File: src/rtl/busclr_pkg.sv
package busclr_pkg;
    typedef enum logic [2:0] {
        S_IDLE,
        S_CLK_LO,
        S_CLK_HI,
        S_STP_PRE,
        S_STP_SDA,
        S_STP_REL
    } bc_state_e;
endpackage

File: src/rtl/busclr_phase.sv
module busclr_phase #(
    parameter int DIV_W = 8
) (
    input  logic             clk,
    input  logic             rst_n,
    input  logic             run,
    input  logic [DIV_W-1:0] div_val,
    output logic             end_o
);
    logic [DIV_W-1:0] cnt_d, cnt_q;

    assign end_o = run && (cnt_q >= div_val);

    always_comb begin
        if (!run || end_o) cnt_d = '0;
        else               cnt_d = cnt_q + 1'b1;
    end

    always_ff @(posedge clk or negedge rst_n) begin
        if (!rst_n) cnt_q <= '0;
        else        cnt_q <= cnt_d;
    end

    // a phase never outlasts the divider while the divider is held
    a_r2_phase_bound: assert property (@(posedge clk) disable iff (!rst_n)
        (run && $stable(div_val)) |-> (cnt_q <= div_val));
endmodule

File: src/rtl/busclr_watch.sv
module busclr_watch #(
    parameter int WIN_W = 16
) (
    input  logic             clk,
    input  logic             rst_n,
    input  logic             arm,
    input  logic             sda_in,
    input  logic [WIN_W-1:0] win_limit,
    output logic             hit_o
);
    logic [WIN_W-1:0] cnt_d, cnt_q;
    logic             active;

    assign active = arm && !sda_in && (win_limit != '0);
    assign hit_o  = active && (cnt_q >= win_limit);

    always_comb begin
        if (!active)               cnt_d = '0;
        else if (cnt_q < win_limit) cnt_d = cnt_q + 1'b1;
        else                       cnt_d = cnt_q;
    end

    always_ff @(posedge clk or negedge rst_n) begin
        if (!rst_n) cnt_q <= '0;
        else        cnt_q <= cnt_d;
    end

    // a hit needs at least one counted low cycle before it
    a_r7_hit_after_run: assert property (@(posedge clk) disable iff (!rst_n)
        hit_o |-> ($past(arm) && !$past(sda_in)));
endmodule

File: src/rtl/busclr_seq.sv
module busclr_seq #(
    parameter int DIV_W      = 8,
    parameter int WIN_W      = 16,
    parameter int MAX_PULSES = 9,
    localparam int PULSE_W   = $clog2(MAX_PULSES + 1)
) (
    input  logic               clk,
    input  logic               rst_n,
    input  logic               sda_in,
    input  logic [DIV_W-1:0]   div_val,
    input  logic [WIN_W-1:0]   win_limit,
    input  logic               start,
    output logic               scl_oe,
    output logic               sda_oe,
    output logic               busy,
    output logic               done,
    output logic               ok,
    output logic [PULSE_W-1:0] pulses,
    output logic               hard_rst_req,
    output logic               stuck
);
    import busclr_pkg::*;

    localparam logic [PULSE_W-1:0] LAST_PULSE = PULSE_W'(MAX_PULSES);

    typedef struct packed {
        bc_state_e          st;
        logic               scl;
        logic               sda;
        logic               done;
        logic               ok;
        logic               hard;
        logic               stuck;
        logic [PULSE_W-1:0] npulse;
    } seq_t;

    seq_t r_d, r_q;
    logic ph_end, hit, run, arm;
    logic [PULSE_W-1:0] next_cnt;

    assign run = (r_q.st != S_IDLE);
    assign arm = (r_q.st == S_IDLE) && !r_q.hard;

    busclr_phase #(.DIV_W(DIV_W)) u_phase (
        .clk(clk), .rst_n(rst_n), .run(run), .div_val(div_val), .end_o(ph_end)
    );

    busclr_watch #(.WIN_W(WIN_W)) u_watch (
        .clk(clk), .rst_n(rst_n), .arm(arm), .sda_in(sda_in),
        .win_limit(win_limit), .hit_o(hit)
    );

    assign next_cnt = r_q.npulse + 1'b1;

    always_comb begin
        r_d      = r_q;
        r_d.done = 1'b0;
        unique case (r_q.st)
            S_IDLE: begin
                if (r_q.hard && sda_in) r_d.hard = 1'b0;
                if (start || hit) begin
                    r_d.hard   = 1'b0;
                    r_d.ok     = 1'b0;
                    r_d.npulse = '0;
                    r_d.scl    = 1'b1;
                    if (hit) r_d.stuck = 1'b1;
                    r_d.st     = sda_in ? S_STP_PRE : S_CLK_LO;
                end
            end
            S_CLK_LO: begin
                if (ph_end) begin
                    r_d.st  = S_CLK_HI;
                    r_d.scl = 1'b0;
                end
            end
            S_CLK_HI: begin
                if (ph_end) begin
                    r_d.npulse = next_cnt;
                    if (sda_in) begin
                        r_d.st  = S_STP_PRE;
                        r_d.scl = 1'b1;
                    end else if (next_cnt >= LAST_PULSE) begin
                        r_d.st   = S_IDLE;
                        r_d.done = 1'b1;
                        r_d.ok   = 1'b0;
                        r_d.hard = 1'b1;
                    end else begin
                        r_d.st  = S_CLK_LO;
                        r_d.scl = 1'b1;
                    end
                end
            end
            S_STP_PRE: begin
                if (ph_end) begin
                    r_d.st  = S_STP_SDA;
                    r_d.sda = 1'b1;
                end
            end
            S_STP_SDA: begin
                if (ph_end) begin
                    r_d.st  = S_STP_REL;
                    r_d.scl = 1'b0;
                end
            end
            S_STP_REL: begin
                if (ph_end) begin
                    r_d.st    = S_IDLE;
                    r_d.sda   = 1'b0;
                    r_d.done  = 1'b1;
                    r_d.ok    = 1'b1;
                    r_d.stuck = 1'b0;
                end
            end
            default: r_d = r_q;
        endcase
    end

    always_ff @(posedge clk or negedge rst_n) begin
        if (!rst_n) begin
            r_q <= '{st: S_IDLE, scl: 1'b0, sda: 1'b0, done: 1'b0, ok: 1'b0,
                     hard: 1'b0, stuck: 1'b0, npulse: '0};
        end else begin
            r_q <= r_d;
        end
    end

    assign scl_oe       = r_q.scl;
    assign sda_oe       = r_q.sda;
    assign busy         = run;
    assign done         = r_q.done;
    assign ok           = r_q.ok;
    assign pulses       = r_q.npulse;
    assign hard_rst_req = r_q.hard;
    assign stuck        = r_q.stuck;

    // SDA is left alone while clock pulses are produced
    a_r2_sda_free: assert property (@(posedge clk) disable iff (!rst_n)
        (r_q.st == S_CLK_LO || r_q.st == S_CLK_HI) |-> !sda_oe);
    // SDA is pulled low only while SCL is held low
    a_r4_sda_low_under_scl: assert property (@(posedge clk) disable iff (!rst_n)
        $rose(sda_oe) |-> scl_oe);
    // SDA is released only after SCL has been released
    a_r4_sda_rel_last: assert property (@(posedge clk) disable iff (!rst_n)
        $fell(sda_oe) |-> (!scl_oe && done && ok));
    // the pulse count never exceeds the maximum
    a_r5_pulse_cap: assert property (@(posedge clk) disable iff (!rst_n)
        pulses <= LAST_PULSE);
    // a reset request only comes with a failed sequence
    a_r5_fail_flags: assert property (@(posedge clk) disable iff (!rst_n)
        $rose(hard_rst_req) |-> (done && !ok && pulses == LAST_PULSE));
    // done lasts a single cycle
    a_r11_done_single: assert property (@(posedge clk) disable iff (!rst_n)
        done |=> !done);
endmodule

File: config.mk
export PLATFORM = sky130hd
export DESIGN_NAME = busclr_seq
export DESIGN_NICKNAME = d
export VERILOG_FILES = /design/src/rtl/busclr_pkg.sv /design/src/rtl/busclr_phase.sv /design/src/rtl/busclr_watch.sv /design/src/rtl/busclr_seq.sv
export SDC_FILE = /design/constraint.sdc
export NUM_CORES = 1
export LEC_CHECK = 0
export CAP_MARGIN = 25
export CORE_MARGIN = 10
export CORE_UTILIZATION = 30
export CTS_BUF_LIST = sky130_fd_sc_hd__clkbuf_16
export DETAILED_ROUTE_END_ITERATION = 8
export REMOVE_ABC_BUFFERS = 1
export SLEW_MARGIN = 20
export SYNTH_ARGS = -nofsm -noshare
export SYNTH_HDL_FRONTEND = slang
export SYNTH_SLANG_ARGS = --single-unit
export TNS_END_PERCENT = 100
File: constraint.sdc
create_clock -name clk -period 2.4 [get_ports clk]
set_clock_uncertainty 0.05 [all_clocks]
set_input_delay 0.36 -clock clk [delete_from_list [all_inputs] [get_ports clk]]
set_output_delay 0.36 -clock clk [all_outputs]
set_load 0.03 [all_outputs]
==> run_results.csv, run 1 <==
group,metric,value,unit
yosys,yosysTopAreaCellShare,36.13,%
clock_tree,cts_max_level,2,
flow_run,max-cap-violations,0,
layout,multiInputGateArea,0.001733,mm²
critical_path,reg2regPathDepth,10,
sta,finalSetupTns,0,ns
layout,drive_gt1_share,26.12,%
grt,grt_max_degree,38,
yosys,synth_cell_types,47,
critical_path,cp_num_cells,10,
sta,fmax,431.8,MHz
critical_path,worst-path-buf-inv,2,
place,port_buffers,38,
status,outcome,"completed",
sta,hold_viol_final,0,
route,dr.pass1.iters,4,
die,ioPinCount,39,
die,start_util,31.03,%
yosys,synth_top_flop_cell,"dfrtp_1",
place,globalplace.congestion,0.7963,
yosys,synth.area.top_cells,"dfrtp_1 (36%), ha_1 (14%), xnor2_1 (5.1%)",
layout,nFillCells,814,
critical_path,start_kind,"flip-flop",
yosys,synth-seq-area-share,36.13,%
die,die_area,0.01264,mm²
critical_path,cp_data_arrival_time,2.43,ns
pwr,p_leak,1.645,nW
critical_path,rrSetupSlack,0.08,ns
clock_tree,clockBufferDepth,2,
critical_path,path_class,"flip-flop to flip-flop",
critical_path,slowest_stage,"dfrtp_1",
critical_path,worstPathRequired,2.51,ns
clock_tree,cts_buffers,5,
grt,track_usage,10.29,%
critical_path,reg2reg_to,"u_watch.cnt_q[9]",
yosys,ys_warn_count,0,
grt,antenna_found_initial,0,
grt,grt_overflow,0,
sta,post-route-period-util,96.50,%
route,drc,0,
clock_tree,cts_root_buf,"clkbuf_16",
route,vias,2232,
layout,post-route-util,45.00,%
hold_path,worst_hold_path_type,"primary input to asynchronous set/reset pin",
yosys,synth_top_area_cell,"dfrtp_1",
die,die_h,112.4,µm
route,drt_iter0_markers,59,
grt,grt_pass1_vias,2307,
sta,finalSetupViolations,0,
critical_path,critPathMaxStageDelay,0.41,ns
route,detail-route-antenna-nets,0,
die,row_count,33,
clock_tree,clock-sinks,37,
clock_tree,cts_hold_buf,0,
yosys,synth_common_cells,"dfrtp_1 (37), inv_1 (32), nor2_1 (32)",
pwr,ir_drop,470.1,µV
yosys,synthesis.area,0.002562,mm²
sta,slew-limit-headroom,43.65,%
route,routed_via_density,4.842,
layout,antenna-diode-count,0,
yosys,synth_edf_count,0,
layout,area_growth,45.02,%
critical_path,crit_fanout,4,
grt,grt_pass1_wl,11080,µm
layout,fin_nets,412,
die,core,0.008258,mm²
yosys,syn_inst,289,
layout,seq_area,927.1,µm²
yosys,ys_ff_latch,37,
critical_path,reg2reg_from,"u_watch.cnt_q[13]",
place,place_hpwl,4700,µm
critical_path,cp-end-kind,"flip-flop",
critical_path,path_cells,"ha_4, a211oi_4, nor2_2, nor4_4, o211ai_4, buf_12, buf_6, nor4b_4, xnor2_1, nor2_1",
route,wl,6534,µm
sta,min_period,2.316,ns
sta,rsz0062_at_grt,"yes",
yosys,syn_avg_cell_area,8.867,µm²
clock_tree,clkSlewWorstSetupHoldPaths,0.05,ns
yosys,synthArstFlopShare,100.0,%
die,die_w,112.4,µm
clock_tree,cts_tree,"yes",
clock_tree,clock_latency,0.28,ns
route,avgRoutedWirePerCell,14.17,µm
yosys,synth_most_common_cell,"dfrtp_1",
sta,maxSlewViolCount,0,
critical_path,crit_family,"simple AND/OR/NAND/NOR gates",
sta,worstMarginPinSlew,0.8452,ns
pwr,power_density,708.0,mW/mm²
-- state kept, by name, indices dropped and copies added (netlist names), 3 cells and up --
signal and flops:
r_q 3, pulses 4, u_phase.cnt_q 8, u_watch.cnt_q 16
-- routing by layer --
metal / vias to the layer above / global-route usage, % / share of wire, %
li1: 1135 / - / -
met1: 1051 / 13.48 / 48
met2: 40 / 16.49 / 47
met3: 6 / 2.449 / 3.6
met4: 0 / 2.792 / 1.1
met5: - / 0 / 0
-- cells by family (layout without fill, tap and decap cells) --
| logic type | count (synthesis) | in the layout | share of synthesized area [%] |
|---|---|---|---|
| multiplexers | 1 | 1 | 0.3906 |
| flip-flops | 37 | 37 | 36.13 |
| XOR/XNOR | 21 | 21 | 7.178 |
| adder cells (fa/ha/maj) | 28 | 28 | 13.67 |
| buffers and inverters | 43 | 110 | 6.982 |
| AO/OA/AOI/OAI | 51 | 51 | 13.87 |
| AND/OR/NAND/NOR | 108 | 108 | 21.78 |
-- per-stage QoR --
step / hold WS, ns / setup WS (ns) / std cells / total power, mW / instance area, µm²
after floorplan: 0.01441 / 0.09073 / 279 / 1.532 / 2507
after global placement: 0.4513 / -0.3730 / 447 / 1.953 / 3202
after detailed placement: 0.4627 / -0.4558 / 447 / 1.977 / 3202
after CTS: 0.1768 / 0.005785 / 456 / 2.615 / 3526
after global routing: 0.2199 / -0.01411 / 461 / 2.845 / 3716
final: 0.1403 / 0.08408 / 461 / 2.631 / 3716
-- report_power, final --
| part | internal (mW) | switching [mW] |
|---|---|---|
| Combinational | 0.547 | 0.596 |
| Sequential | 0.756 | 0.128 |
| Clock | 0.371 | 0.233 |
| Total | 1.67 | 0.957 |
-- worst register-to-register path: cells and delay by family, from the launching register on --
kind	cells	cell delay [ns]
DFF	1	0.41
AOI/OAI and AO/OA	2	0.39
adders and majority gates	1	0.24
xor gates and xnor gates	1	0.15
and+or+nand+nor	4	0.68
buffers and inverters	2	0.28
-- worst max path at each step --
stage                        endpoint              start  slack (ns)
finish               u_watch.cnt_q[9]  u_watch.cnt_q[13]        0.08
global route        u_watch.cnt_q[14]  u_watch.cnt_q[12]       -0.01
CTS                            scl_oe         div_val[3]       0.006
detailed placement  u_watch.cnt_q[15]      win_limit[14]       -0.46
global placement    u_watch.cnt_q[13]      win_limit[13]       -0.37
floorplan                          ok  u_watch.cnt_q[13]        0.09
-- cells in the final DEF, fill, tap and decap left out, types with 7 or more instances in the layout --
cell type        count
nand2_1             18
dlymetal6s2s_1       7
dfrtp_1             36
inv_1               27
and3_1               7
buf_6                8
nand3_1             10
ha_4                 7
inv_2                7
buf_4               23
clkdlybuf4s50_1     24
xnor2_1             15
a21oi_1             12
o21ai_0              9
nor3_2               9
nor2_1              27
ha_1                17
-- layout make-up --
cell class	instances	share of cell area (%)
Inverter	33	3.333
Multi-Input combinational cell	209	46.63
Tap cell	105	3.535
Sequential cell	37	24.95
Timing Repair Buffer	70	17.98
Clock inverter	2	0.2020
Clock buffer	5	3.367
-- timing repair --
| action | CTS | global route |
|---|---|---|
| buffers inserted | 2 | 5 |
| pin swaps | 23 | 22 |
| setup endpoints to repair | 20 | 30 |
| gates resized for setup | 42 | 34 |
Power figures use the tool's default switching activity.
==> run 2: changes to the inputs <==
Settings changed: CORE_UTILIZATION 30 to 45, PLACE_DENSITY from default to 0.68.
==> run 2 against run 1 <==
  * Clock power rose by 0.8%
  * Cell count shrank 8.7%
  * Maximum frequency decreased by 1.9%
  * Hold slack better by 0.32 ns
  * Sequential power rose by 0.7%
==> run_results.csv, run 2 (synthesis results as in run 1) <==
group,metric,value,unit
place,port_buffers,38,
place,place_ws,-0.4265,ns
layout,multiInputGateArea,0.001639,mm²
critical_path,worstPathRequired,2.51,ns
layout,nFillCells,443,
critical_path,reg2regPathDepth,9,
place,place_hpwl,4252,µm
route,vias,2183,
critical_path,path_cells,"clkdlybuf4s50_1, inv_1, ha_2, o211a_1, a211oi_2, o31a_1, buf_6, inv_1, o21ai_0, and3_1, a211o_1",
sta,finalSetupTns,0,ns
layout,fin_nets,404,
critical_path,critPathMaxStageDelay,0.45,ns
place,globalplace.congestion,0.7882,
critical_path,worst-path-buf-inv,4,
critical_path,start_kind,"primary input",
layout,largest_reg_flops,16,
critical_path,cp_data_arrival_time,2.47,ns
critical_path,reg2reg_from,"u_phase.cnt_q[4]",
flow_run,max-cap-violations,0,
sta,layout_setup_ws,0.03951,ns
critical_path,cp-end-kind,"flip-flop",
critical_path,cpMostUsedCell,"inv_1",
die,die_area,0.009113,mm²
sta,hold_viol_final,0,
layout,area_growth,37.45,%
place,dp_cells,409,
clock_tree,cts_max_level,2,
grt,grt_overflow,0,
sta,post-route-period-util,98.35,%
sta,rsz0062_at_grt,"yes",
sta,slew-limit-headroom,64.47,%
clock_tree,clock_latency,0.28,ns
layout,antenna-diode-count,0,
layout,largestRegisters,"u_watch.cnt_q x16, u_phase.cnt_q x8, pulses x4",
route,avgRoutedWirePerCell,14.00,µm
route,routed_via_density,5.185,
sta,fin_hold_ws,0.4581,ns
sta,finalSetupViolations,0,
sta,worstMarginPinSlew,0.5314,ns
clock_tree,cts_hold_buf,0,
grt,antenna_found_initial,0,
layout,drive_gt1_share,20.34,%
clock_tree,clkSlewWorstSetupHoldPaths,0.05,ns
critical_path,cp-startpoint,"div_val[3]",
layout,fin_cells,421,
critical_path,cp_num_cells,11,
layout,seq_area,925.9,µm²
die,core,0.005507,mm²
pwr,power_density,735.2,mW/mm²
critical_path,crit_fanout,7,
route,wl,5895,µm
die,die_h,95.46,µm
pwr,ir_drop,511.5,µV
critical_path,rrSetupSlack,0.12,ns
grt,track_usage,13.32,%
sta,fmax,423.6,MHz
route,detail-route-antenna-nets,0,
grt,grt_max_degree,38,
status,outcome,"completed",
route,drc,0,
clock_tree,clock-sinks,37,
layout,final_cell_mix,"dfrtp_1 (37), inv_1 (30), nor2_1 (30), clkdlybuf4s50_1 (27), ha_1 (21)",
grt,grt_pass1_wl,9984,µm
grt,grt_pass1_vias,2143,
critical_path,path_class,"primary input to flip-flop",
route,dr.pass1.iters,4,
pwr,p_leak,1.620,nW
critical_path,slowest_stage,"clkdlybuf4s50_1",
hold_path,worst_hold_path_type,"primary input to asynchronous set/reset pin",
die,ioPinCount,39,
clock_tree,clockBufferDepth,2,
die,die_w,95.46,µm
sta,maxSlewViolCount,0,
route,drt_iter0_markers,56,
die,row_count,27,
die,start_util,46.53,%
layout,regMostFlops,"u_watch.cnt_q",
critical_path,crit_family,"compound AO/OA/AOI/OAI gates",
layout,final_common_cell,"dfrtp_1",
clock_tree,cts_tree,"yes",
clock_tree,cts_root_buf,"clkbuf_16",
sta,min_period,2.360,ns
clock_tree,cts_buffers,5,
[run 2: cell types whose count changed in the layout (fill, tap and decap cells not counted), sizes merged]
cell	delta
buf	-9
clkinv	+1
dlygate4sd2	-2
clkdlybuf4s50	+3
[run 2: metal layers]
metal,GRT usage (%),part of all wire (%)
met5,0,0
met2,21.76,47
met3,4.478,6.0
met4,3.317,1.0
met1,16.55,46
[run 2: stage by stage]
step	cell area [µm²]	total power, mW	util, %
floorplan	2507	1.532	-
CTS	3364	2.572	61.10
finish	3522	2.590	63.96
global route	3522	2.794	63.96
global placement	3128	1.903	56.81
detailed placement	3128	1.922	56.81
[run 2: what timing repair did]
action,in CTS,in global routing
resized for setup,22,31
pin swaps,17,8
setup buffers,1,3
setup endpoints to repair,18,31
endpoints found under the hold margin,0,0
[run 2: final timing paths]
| check | to |
|---|---|
| max | ok |
| min | pulses[2] |
| max reg2reg | ok |
| min reg2reg | ok |
| max in group asynchronous | u_watch.cnt_q[5] |
| min in group clk | ok |
[run 2: power by group]
part | total (mW) | internal (mW) | leakage (nW) | switching, mW
combinational | 1.09 | 0.514 | 1.08 | 0.577
sequential | 0.890 | 0.755 | 0.463 | 0.135
clock | 0.609 | 0.376 | 0.0748 | 0.232
total | 2.59 | 1.65 | 1.62 | 0.944
[run 2: area by class of cell]
type,instances,area share [%]
Clock inverter,3,0.3908
Clock buffer,5,3.552
Multi-Input combinational cell,209,46.54
Timing Repair Buffer,62,17.16
Tap cell,72,2.558
Inverter,33,3.517
Sequential cell,37,26.29
